==> config.mk <==
export PLATFORM = sky130hd
export DESIGN_NAME = dmode_arbiter
export DESIGN_NICKNAME = d
export VERILOG_FILES = /design/src/rtl/dmode_pkg.sv /design/src/rtl/dmode_datapath.sv /design/src/rtl/dmode_control.sv /design/src/rtl/dmode_arbiter.sv
export SDC_FILE = /design/constraint.sdc
export NUM_CORES = 1
export LEC_CHECK = 0
export BUFFER_PORTS_ARGS = -buffer_cell sky130_fd_sc_hd__buf_2
export CAP_MARGIN = 20
export CORE_MARGIN = 10
export CORE_UTILIZATION = 25
export CTS_BUF_LIST = sky130_fd_sc_hd__clkbuf_4 sky130_fd_sc_hd__clkbuf_8
export DETAILED_ROUTE_END_ITERATION = 7
export SYNTH_ARGS = -nofsm -noshare
export SYNTH_HDL_FRONTEND = slang
export SYNTH_HIERARCHICAL = 1
export SYNTH_SLANG_ARGS = --single-unit
==> constraint.sdc <==
create_clock -name clk -period 6.1 [get_ports clk]
set_input_delay 1.22 -clock clk [delete_from_list [all_inputs] [get_ports clk]]
set_output_delay 1.22 -clock clk [all_outputs]
set_load 0.1 [all_outputs]
==> src/rtl/dmode_pkg.sv <==
package dmode_pkg;

  typedef enum logic [1:0] {
    MODE_TX     = 2'd0,
    MODE_TRANS  = 2'd1,
    MODE_LOCKED = 2'd2
  } modeState_t;

  // control -> datapath strobes
  typedef struct packed {
    logic clrCounters;
    logic countEnable;
  } ctlStrobes_t;

  // datapath -> control events
  typedef struct packed {
    logic sclFall;
    logic byteDone;
    logic addrMatch;
    logic vclkExpired;
    logic timeExpired;
  } busEvents_t;

endpackage

==> src/rtl/dmode_datapath.sv <==
module dmode_datapath
  import dmode_pkg::*;
#(
  parameter int VCLK_LIMIT     = 128,
  parameter int TIMEOUT_CYCLES = 100_000_000,
  parameter bit WIDE_MATCH     = 1'b0
) (
  input  logic        clk,
  input  logic        rstN,
  input  logic        sclIn,
  input  logic        sdaIn,
  input  logic        vclkIn,
  input  logic        wcIn,
  input  ctlStrobes_t ctl,
  output busEvents_t  ev,
  output logic        vclkLevel,
  output logic        wcLevel
);

  localparam int NLINES = 4;
  localparam int VW = $clog2(VCLK_LIMIT + 1);
  localparam int TW = $clog2(TIMEOUT_CYCLES + 1);
  localparam logic [NLINES-1:0] IDLE = 4'b0011; // bit0 scl, bit1 sda, bit2 vclk, bit3 wc
  localparam logic [VW-1:0] VMAX = VW'(VCLK_LIMIT);
  localparam logic [TW-1:0] TMAX = TW'(TIMEOUT_CYCLES);

  logic [NLINES-1:0] rawIn, syncA, syncB, syncD;
  assign rawIn = {wcIn, vclkIn, sdaIn, sclIn};

  // two-stage synchronisers plus one delay stage for edge detection
  for (genvar i = 0; i < NLINES; i++) begin : g_sync
    always_ff @(posedge clk or negedge rstN) begin
      if (!rstN) begin
        syncA[i] <= IDLE[i];
        syncB[i] <= IDLE[i];
        syncD[i] <= IDLE[i];
      end else begin
        syncA[i] <= rawIn[i];
        syncB[i] <= syncA[i];
        syncD[i] <= syncB[i];
      end
    end
  end

  logic sclRise, sclFall, sdaFall, vclkRise, startSeen;
  assign sclRise   = syncB[0] & ~syncD[0];
  assign sclFall   = ~syncB[0] & syncD[0];
  assign sdaFall   = ~syncB[1] & syncD[1];
  assign vclkRise  = syncB[2] & ~syncD[2];
  assign startSeen = sdaFall & syncB[0] & syncD[0];

  // device select shifter
  logic       armed, doneQ, matchQ, matchComb;
  logic [2:0] bitCnt;
  logic [6:0] addrBits;

  assign matchComb = WIDE_MATCH ? (addrBits[6:3] == 4'b1010)
                                : (addrBits == 7'b1010000);

  always_ff @(posedge clk or negedge rstN) begin
    if (!rstN) begin
      armed    <= 1'b0;
      bitCnt   <= '0;
      addrBits <= '0;
      doneQ    <= 1'b0;
      matchQ   <= 1'b0;
    end else begin
      doneQ <= 1'b0;
      if (startSeen) begin
        armed  <= 1'b1;
        bitCnt <= '0;
      end else if (armed && sclRise) begin
        if (bitCnt == 3'd7) begin
          armed  <= 1'b0;
          doneQ  <= 1'b1;
          matchQ <= matchComb;
        end else begin
          addrBits <= {addrBits[5:0], syncB[1]};
          bitCnt   <= bitCnt + 3'd1;
        end
      end
    end
  end

  // fallback counters
  logic [VW-1:0] vclkCnt;
  logic [TW-1:0] timeCnt;

  always_ff @(posedge clk or negedge rstN) begin
    if (!rstN) begin
      vclkCnt <= '0;
      timeCnt <= '0;
    end else if (ctl.clrCounters) begin
      vclkCnt <= '0;
      timeCnt <= '0;
    end else if (ctl.countEnable) begin
      if (vclkRise && vclkCnt != VMAX) vclkCnt <= vclkCnt + 1'b1;
      if (timeCnt != TMAX) timeCnt <= timeCnt + 1'b1;
    end
  end

  assign ev.sclFall     = sclFall;
  assign ev.byteDone    = doneQ;
  assign ev.addrMatch   = matchQ;
  assign ev.vclkExpired = (vclkCnt == VMAX);
  assign ev.timeExpired = (timeCnt == TMAX);
  assign vclkLevel      = syncB[2];
  assign wcLevel        = syncB[3];

  // counters never pass their limits
  p_vclk_bound_r3: assert property (@(posedge clk) disable iff (!rstN)
    vclkCnt <= VMAX);
  p_time_bound_r4: assert property (@(posedge clk) disable iff (!rstN)
    timeCnt <= TMAX);
  // a clear strobe empties both counters
  p_restart_r5: assert property (@(posedge clk) disable iff (!rstN)
    ctl.clrCounters |=> (vclkCnt == '0) && (timeCnt == '0));

endmodule

==> src/rtl/dmode_control.sv <==
module dmode_control
  import dmode_pkg::*;
(
  input  logic        clk,
  input  logic        rstN,
  input  busEvents_t  ev,
  output ctlStrobes_t ctl,
  output modeState_t  state
);

  modeState_t nextState;

  always_comb begin
    nextState = state;
    unique case (state)
      MODE_TX:     if (ev.sclFall) nextState = MODE_TRANS;
      MODE_TRANS: begin
        if (ev.byteDone && ev.addrMatch)          nextState = MODE_LOCKED;
        else if (ev.sclFall)                      nextState = MODE_TRANS;
        else if (ev.vclkExpired || ev.timeExpired) nextState = MODE_TX;
      end
      MODE_LOCKED: nextState = MODE_LOCKED;
      default:     nextState = MODE_TX;
    endcase
  end

  always_ff @(posedge clk or negedge rstN) begin
    if (!rstN) state <= MODE_TX;
    else       state <= nextState;
  end

  assign ctl.clrCounters = (state != MODE_TRANS) || ev.sclFall;
  assign ctl.countEnable = (state == MODE_TRANS);

  // lock is sticky
  p_lock_sticky_r8: assert property (@(posedge clk) disable iff (!rstN)
    state == MODE_LOCKED |=> state == MODE_LOCKED);
  // transmit-only never jumps straight to lock
  p_no_direct_lock_r2: assert property (@(posedge clk) disable iff (!rstN)
    state == MODE_TX |=> state != MODE_LOCKED);
  // an expired limit without restart or lock falls back
  p_fallback_r3: assert property (@(posedge clk) disable iff (!rstN)
    (state == MODE_TRANS && (ev.vclkExpired || ev.timeExpired) && !ev.sclFall && !ev.byteDone)
      |=> state == MODE_TX);

endmodule

==> src/rtl/dmode_arbiter.sv <==
module dmode_arbiter
  import dmode_pkg::*;
#(
  parameter int VCLK_LIMIT     = 128,
  parameter int TIMEOUT_CYCLES = 100_000_000,
  parameter bit WIDE_MATCH     = 1'b0,
  parameter bit HAS_WC         = 1'b0
) (
  input  logic       clk,
  input  logic       rstN,
  input  logic       sclIn,
  input  logic       sdaIn,
  input  logic       vclkIn,
  input  logic       wcIn,
  output logic [1:0] mode,
  output logic       writePermit
);

  ctlStrobes_t ctl;
  busEvents_t  ev;
  modeState_t  state;
  logic        vclkLevel, wcLevel;

  dmode_datapath #(
    .VCLK_LIMIT(VCLK_LIMIT),
    .TIMEOUT_CYCLES(TIMEOUT_CYCLES),
    .WIDE_MATCH(WIDE_MATCH)
  ) u_datapath (
    .clk(clk), .rstN(rstN), .sclIn(sclIn), .sdaIn(sdaIn),
    .vclkIn(vclkIn), .wcIn(wcIn), .ctl(ctl), .ev(ev),
    .vclkLevel(vclkLevel), .wcLevel(wcLevel)
  );

  dmode_control u_control (
    .clk(clk), .rstN(rstN), .ev(ev), .ctl(ctl), .state(state)
  );

  assign mode        = state;
  assign writePermit = (state == MODE_LOCKED) && (HAS_WC ? !wcLevel : vclkLevel);

  // writes only ever permitted in bus locked mode
  p_wp_locked_r9: assert property (@(posedge clk) disable iff (!rstN)
    writePermit |-> mode == 2'd2);

endmodule

==> impl_metrics.yaml, run 1 <==
clock_tree:
  clk_pin_slew_ns: 0.08
  tritoncts: "built"
  clk_latency_ns: 0.34
  cts_made_buffers: 9
  post_cts_buffers: 0
  root_buffer: "clkbuf_8"
  cts_sinks: 59
  cts_buffer_depth: 2
  ctsResizeCount: 0
  htreeDepth: 3
  ctsHoldBuffers: 0
critical_path:
  startpoint_type: "flop"
  ff2ff_path_depth: 5
  arrival_ns: 1.40
  timing.rr.end: "u_datapath/timeCnt[24]"
  cp-end-kind: "output port"
  reg2reg_setup_slack_ns: 3.73
  worstPathRequired_ns: 4.88
  crit_type: "reg2out"
  r2r-start: "u_control/state[1]"
  cp_max_fo: 6
global_routing:
  antenna_found_initial: 0
  grt_use_total_pct: 6.920
  grt_max_degree: 60
  grt_pass1_wl_um: 9418
  grt_pass1_vias: 1993
  overflow: 0
placement:
  place_area_um2: 3049
  pre_cts_slack_ns: 3.762
  hpwl_um: 3447
  gp_congestion: 0.7589
  dpl.cell_count: 411
  port-buffer-count: 7
detailed_routing:
  ant_nets: 0
  wire_per_inst_um: 12.30
  drc: 0
  dr.pass1.iters: 4
  viasPerCell: 4.806
  routed_wl_um: 5251
  drtIter0Drc: 101
  vias: 2052
synthesis:
  syn_inst: 273
  avgSynthCellArea_um2: 10.59
  yosysWarnings: 6
  syn-cell-area_um2: 2892
  synth_nets: 285
run:
  drv_cap: 0
power:
  leakage_nw: 1.339
  vdd_drop_max_uv: 176.0
  powerDensity_nw_per_um2: 280.3
final_layout:
  final_cell_count_no_fill: 427
  layout-drive-gt1-share_pct: 17.25
  fillerInstances: 1192
  finalNetCount: 291
  area_growth_pct: 11.64
  postLayoutCellArea_um2: 3228
  n_antenna_cell: 0
timing:
  finalWorstSetupSlack_ns: 3.478
  worst_slew_pin_slew_ns: 0.7487
  period_minus_slack_ns: 2.622
  hold_ws_ns: 0.3547
  finalSetupTns_ns: 0
  setup_viol: 0
  finalHoldViolations: 0
  final.period_utilization_pct: 42.99
  max_slew_margin_pct: 50.08
  max_freq_mhz: 381.4
  skew_ns: 0.01462
  maxSlewViolCount: 0
  rsz0062_at_grt: "no"
die:
  die_h_um: 127.5
  io_pins: 9
  dieArea_um2: 16270
  rows: 39
  core_um2: 11370
  fp.dieW_um: 127.5
  initial_core_util_pct: 25.43
worst_hold_path:
  hold_path.class: "reg2reg"
  hold_start: "u_datapath/syncA[2]"
  hold_depth: 0
  hold_end: "u_datapath/vclkLevel"
status:
  status: "complete, no violations"
==> power breakdown <==
part | internal [W] | switching, W
Sequential | 0.000439 | 0.0000409
Clock | 0.000158 | 0.000160
Combinational | 0.0000579 | 0.0000490
==> through the flow <==
stage,power [W],util (%)
global route,0.0009580,28.39
detailed placement,0.0005957,26.82
finish,0.0009049,28.39
CTS,0.0009206,28.39
floorplan,0.0005618,-
global placement,0.0005891,26.82
==> how the worst max path moves through the flow <==
stage	startpoint	end	cells past startpoint
floorplan	u_control/state[1]	writePermit	1
global placement	u_control/state[1]	u_datapath/timeCnt[24]	5
detailed placement	u_control/state[1]	u_datapath/timeCnt[24]	5
CTS	u_control/state[0]	writePermit	2
global route	u_control/state[0]	writePermit	2
finish	u_control/state[0]	writePermit	2
==> per-layer routing <==
| layer | global-route usage [%] | vias up | wire length (um) |
|---|---|---|---|
| li1 | - | 1002 | - |
| met1 | 8.564 | 1029 | 2542 |
| met2 | 10.67 | 13 | 2486 |
| met3 | 2.275 | 8 | 141 |
| met4 | 3.215 | 0 | 81 |
| met5 | 0 | - | 0 |
==> cell type report <==
type	count	area [um2]	share of cell area [%]
Inverter	12	45.04	1.395
Multi-Input combinational cell	187	1284	39.77
Timing Repair Buffer	10	57.56	1.783
Sequential cell	59	1484	45.97
Clock buffer	11	138.9	4.302
Tap cell	143	178.9	5.543
Clock inverter	5	40.04	1.240
==> registers in the layout (all words and copies together), names as in the netlist, 2 cells and up <==
name / flops
u_datapath/vclkCnt: 8
u_control/state: 2
u_datapath/syncA: 3
u_datapath/syncB: 2
u_datapath/bitCnt: 3
u_datapath/syncD: 3
u_datapath/addrBits: 7
u_datapath/timeCnt: 27
==> worst max-delay path, stage by stage (launching register included) <==
cell,delay [ns]
dfrtp_1,0.42
and3b_1,0.22
buf_2,0.42
==> cells in the final DEF (no fill, tap or decap), types with 4 or more instances in the layout <==
cell,n
or4_1,11
and3_1,6
xor2_1,8
nand2_1,14
buf_2,7
nand3_1,9
clkbuf_8,9
inv_1,12
nand4_1,12
a21oi_1,16
and4_1,4
o31ai_1,10
nor2b_1,4
mux2_2,8
or3_1,4
o21ai_0,6
nor4_1,5
dfstp_2,6
xnor2_1,7
nor3_1,5
ha_1,6
dfrtp_1,53
nor2_1,21
(Power assumes the default switching activity.)
==> run 2, diff against run 1 <==
ABC_AREA = 1   (was not set)
clock period = 2.5 ns   (was 6.1 ns; I/O delays follow)
==> impl_metrics.yaml, run 2 <==
status:
  status: "complete, no violations"
critical_path:
  worstPathRequired_ns: 2.74
  cp-end-kind: "flop"
  cp_max_fo: 20
  crit_type: "reg2reg"
  startpoint_type: "flop"
  arrival_ns: 2.23
timing:
  final.period_utilization_pct: 79.60
  rsz0062_at_grt: "no"
  finalSetupTns_ns: 0
  skew_ns: 0.009576
  setup_viol: 0
  finalWorstSetupSlack_ns: 0.5099
  worst_slew_pin_slew_ns: 0.5680
  period_minus_slack_ns: 1.990
  finalHoldViolations: 0
  maxSlewViolCount: 0
  max_freq_mhz: 502.5
  max_slew_margin_pct: 62.13
final_layout:
  mostFrequentLayoutCell: "nand2_1"
  top_register: "u_datapath/timeCnt"
  top_regs: "u_datapath/timeCnt: 27 flops, u_datapath/vclkCnt: 8 flops, u_datapath/addrBits: 7 flops"
  final_util_pct: 28.73
  fillerInstances: 1437
  mostFrequentLayoutCells: "nand2_1, nor2_1, inv_1, dfrtp_1, nand3_1"
  postLayoutCellArea_um2: 3835
  area_growth_pct: 11.62
  largest_register_ffs: 27
  layout-drive-gt1-share_pct: 11.54
  finalNetCount: 501
  n_antenna_cell: 0
clock_tree:
  cts_sinks: 59
  cts_made_buffers: 9
  post_cts_buffers: 0
  clk_latency_ns: 0.34
  htreeDepth: 3
  ctsResizeCount: 0
  ctsHoldBuffers: 0
  root_buffer: "clkbuf_8"
  tritoncts: "built"
  clk_pin_slew_ns: 0.08
  cts_buffer_depth: 2
synthesis:
  yosysWarnings: 6
  synth_nets: 491
  avgSynthCellArea_um2: 7.173
  syn-cell-area_um2: 3436
  syn_inst: 479
detailed_routing:
  ant_nets: 0
  drc: 0
  wire_per_inst_um: 11.26
  dr.pass1.iters: 4
  drtIter0Drc: 258
  viasPerCell: 4.478
  vias: 3000
  routed_wl_um: 7545
power:
  leakage_nw: 1.829
  vdd_drop_max_uv: 222.8
  powerDensity_nw_per_um2: 569.5
global_routing:
  met3_usage_pct: 1.675
  grt_pass1_wl_um: 13470
  grt_busiest_layer: "met2"
  gr-usage-met1_pct: 10.94
  grt_pass1_vias: 2920
  overflow: 0
  grt_use_met2_pct: 14.30
  grt_max_degree: 32
  grt_use_total_pct: 8.749
  antenna_found_initial: 0
worst_hold_path:
  hold_path.class: "in2async"
die:
  rows: 42
  die_h_um: 137.2
  io_pins: 9
  fp.dieW_um: 137.2
  initial_core_util_pct: 25.74
  core_um2: 13350
  dieArea_um2: 18830
run:
  drv_cap: 0
placement:
  hpwl_um: 5501
  port-buffer-count: 7
  place_area_um2: 3655
  pre_cts_slack_ns: 0.5099
  gp_congestion: 0.8904
run 2: worst max-delay path, stage by stage (launching register included):
cell	delay, ns
dfrtp_1	0.40
inv_1	0.10
ha_1	0.21
nand2_1	0.08
nor2_1	0.07
nand2_1	0.07
nor2_2	0.04
nand2_2	0.13
nand2_2	0.08
nand2_4	0.12
clkinv_2	0.34
nand2_1	0.16
nand2_1	0.06
run 2: final timing paths:
path / slack (ns) / to / depth (start not counted) / startpoint
min in group clk: 0.25 / u_datapath/syncA[0] / 1 / sclIn
min reg2reg: 0.35 / u_datapath/vclkLevel / 0 / u_datapath/syncA[2]
max reg2reg: 0.51 / u_datapath/timeCnt[23] / 12 / u_datapath/timeCnt[0]
max in group asynchronous: 1.76 / u_datapath/timeCnt[4] / 2 / rstN
min: 0.15 / u_datapath/armed / 1 / rstN
max: 0.51 / u_datapath/timeCnt[23] / 12 / u_datapath/timeCnt[0]
run 2: report_power, final:
group | internal, W | switching, W | leakage, nW | total (W)
logic | 0.0000866 | 0.000187 | 0.960 | 0.000274
clock network | 0.000373 | 0.000430 | 0.0910 | 0.000802
registers | 0.00105 | 0.0000611 | 0.778 | 0.00111
total | 0.00151 | 0.000678 | 1.83 | 0.00218
run 2: area by class of cell:
class	instances	area, um2	share of cell area (%)
clock buffers	9	123.9	3.230
repair buffers	11	77.57	2.023
flip-flops and latches	59	1484	38.69
well taps	176	220.2	5.742
multi-input cells	349	1650	43.03
clock inverters	7	56.30	1.468
inverters	59	222.7	5.808
run 2: metal layers:
metal | up-vias | part of all wire [%]
li1 | 1538 | -
met1 | 1395 | 48
met2 | 59 | 47
met3 | 8 | 3.6
met4 | 0 | 2.0
met5 | - | 0
run 2: through the flow:
stage	hold slack, ns	total power [W]	cells
after floorplan	0.2044	0.001316	479
after global placement	0.3318	0.001388	654
after detailed placement	0.3356	0.001406	654
after CTS	0.1417	0.002227	670
after global routing	0.1656	0.002314	670
final	0.1458	0.002184	670
==> run 3, diff against run 2 <==
clock period = 1.6 ns   (was 2.5 ns; I/O delays follow)
==> impl_metrics.yaml, run 3 (synthesis gave the netlist of run 2 again) <==
status:
  status: "finished, violations left"
  violations: "negative setup slack"
final_layout:
  area_growth_pct: 29.32
  mostFrequentLayoutCells: "nand2_1, inv_1, nor2_1, dfrtp_1, buf_4"
  layout-drive-gt1-share_pct: 24.49
  seq_area_um2: 1491
  finalNetCount: 546
  top_register: "u_datapath/timeCnt"
  multi_input_area_um2: 1779
  top_regs: "u_datapath/timeCnt: 27 flops, u_datapath/vclkCnt: 8 flops, u_datapath/addrBits: 7 flops"
  mostFrequentLayoutCell: "nand2_1"
  n_antenna_cell: 0
  largest_register_ffs: 27
  fillerInstances: 1432
global_routing:
  grt_pass1_wl_um: 14460
  overflow: 0
  grt_pass1_vias: 3135
  grt_max_degree: 32
  grt_use_total_pct: 9.278
  antenna_found_initial: 0
critical_path:
  cp_max_fo: 6
  startpoint_type: "flop"
  worstPathRequired_ns: 1.88
  arrival_ns: 1.92
  cp-end-kind: "flop"
  crit_type: "reg2reg"
clock_tree:
  htreeDepth: 3
  cts_sinks: 59
  cts_made_buffers: 9
  root_buffer: "clkbuf_8"
  clk_latency_ns: 0.34
  tritoncts: "built"
  cts_buffer_depth: 2
  clk_pin_slew_ns: 0.07
timing:
  period_minus_slack_ns: 1.634
  hold_ws_ns: 0.07585
  finalHoldViolations: 0
  max_slew_margin_pct: 67.67
  rsz0062_at_grt: "yes"
  finalWorstSetupSlack_ns: -0.03439
  final.period_utilization_pct: 102.1
  maxSlewViolCount: 0
  worst_slew_pin_slew_ns: 0.4883
  finalSetupTns_ns: -0.2256
  setup_viol: 16
  skew_ns: 0.006641
  max_freq_mhz: 611.8
placement:
  hpwl_um: 6268
  gp_congestion: 0.9674
  port-buffer-count: 7
  pre_cts_slack_ns: -0.09212
detailed_routing:
  drc: 0
  viasPerCell: 4.557
  wire_per_inst_um: 11.86
  vias: 3258
  ant_nets: 0
  routed_wl_um: 8481
  dr.pass1.iters: 5
  drtIter0Drc: 236
die:
  fp.dieW_um: 137.2
  rows: 42
  initial_core_util_pct: 25.74
  dieArea_um2: 18830
  die_h_um: 137.2
  io_pins: 9
  core_um2: 13350
run:
  drv_cap: 0
worst_hold_path:
  hold_path.class: "in2reg"
power:
  leakage_nw: 2.143
  powerDensity_nw_per_um2: 836.8
  vdd_drop_max_uv: 472.0
-- run 3: worst max-delay path, stage by stage, from the launching register on --
cell     delay [ns]
dfrtp_1        0.40
inv_2          0.08
ha_4           0.13
nand2_4        0.06
nor2_4         0.15
nand2_2        0.08
nor2_4         0.11
nand2_2        0.07
nand2_2        0.08
nand2_4        0.08
inv_8          0.08
buf_12         0.13
nand2_1        0.06
nand2_1        0.07
-- run 3: cell type report --
| class | count | share of cell area (%) |
|---|---|---|
| Inverter | 59 | 5.153 |
| Tap cell | 176 | 4.956 |
| Clock buffer | 9 | 2.788 |
| Multi-Input combinational cell | 349 | 40.05 |
| Sequential cell | 59 | 33.57 |
| Clock inverter | 7 | 1.718 |
| Timing Repair Buffer | 56 | 11.77 |
-- run 3: routing by layer --
metal	GRT usage, %	share of wire, %
met3	1.566	4.2
met4	3.396	1.7
met2	14.71	46
met1	12.39	48
met5	0	0
-- run 3: stage by stage --
stage               instances  instance area, um2  utilization (%)  power (W)
finish                    715                4443            33.29   0.003718
global route              715                4443            33.29   0.003928
CTS                       711                4294            32.17   0.003719
detailed placement        694                4055            30.38   0.002300
global placement          694                4055            30.38   0.002275
floorplan                 479                3463                -   0.002067
-- run 3: worst paths after layout --
path	startpoint	endpoint	slack, ns	cells past startpoint
setup / recovery	u_datapath/timeCnt[1]	u_datapath/timeCnt[12]	-0.03	13
hold / removal	sclIn	u_datapath/syncA[0]	0.08	1
setup reg to reg	u_datapath/timeCnt[1]	u_datapath/timeCnt[12]	-0.03	13
hold reg to reg	u_datapath/syncA[2]	u_datapath/vclkLevel	0.35	0
max in group asynchronous	rstN	u_datapath/vclkCnt[2]	0.64	3
min in group asynchronous	rstN	u_datapath/timeCnt[3]	0.40	2
-- run 3: power breakdown --
group	internal [W]	switching, W	leakage (nW)
Sequential	0.00164	0.0000923	0.775
Clock	0.000726	0.000664	0.0958
Combinational	0.000257	0.000340	1.27
Total	0.00262	0.00110	2.14
-- run 3: what timing repair did --
| item | in CTS | in global routing |
|---|---|---|
| hold endpoints to repair | 6 | 0 |
| gates resized for setup | 9 | 34 |
| pin swaps | 1 | 15 |
| cloned | 0 | 1 |
| setup buffers | 0 | 4 |
| hold buffers | 1 | 0 |
| endpoints found under the setup margin | 28 | 35 |
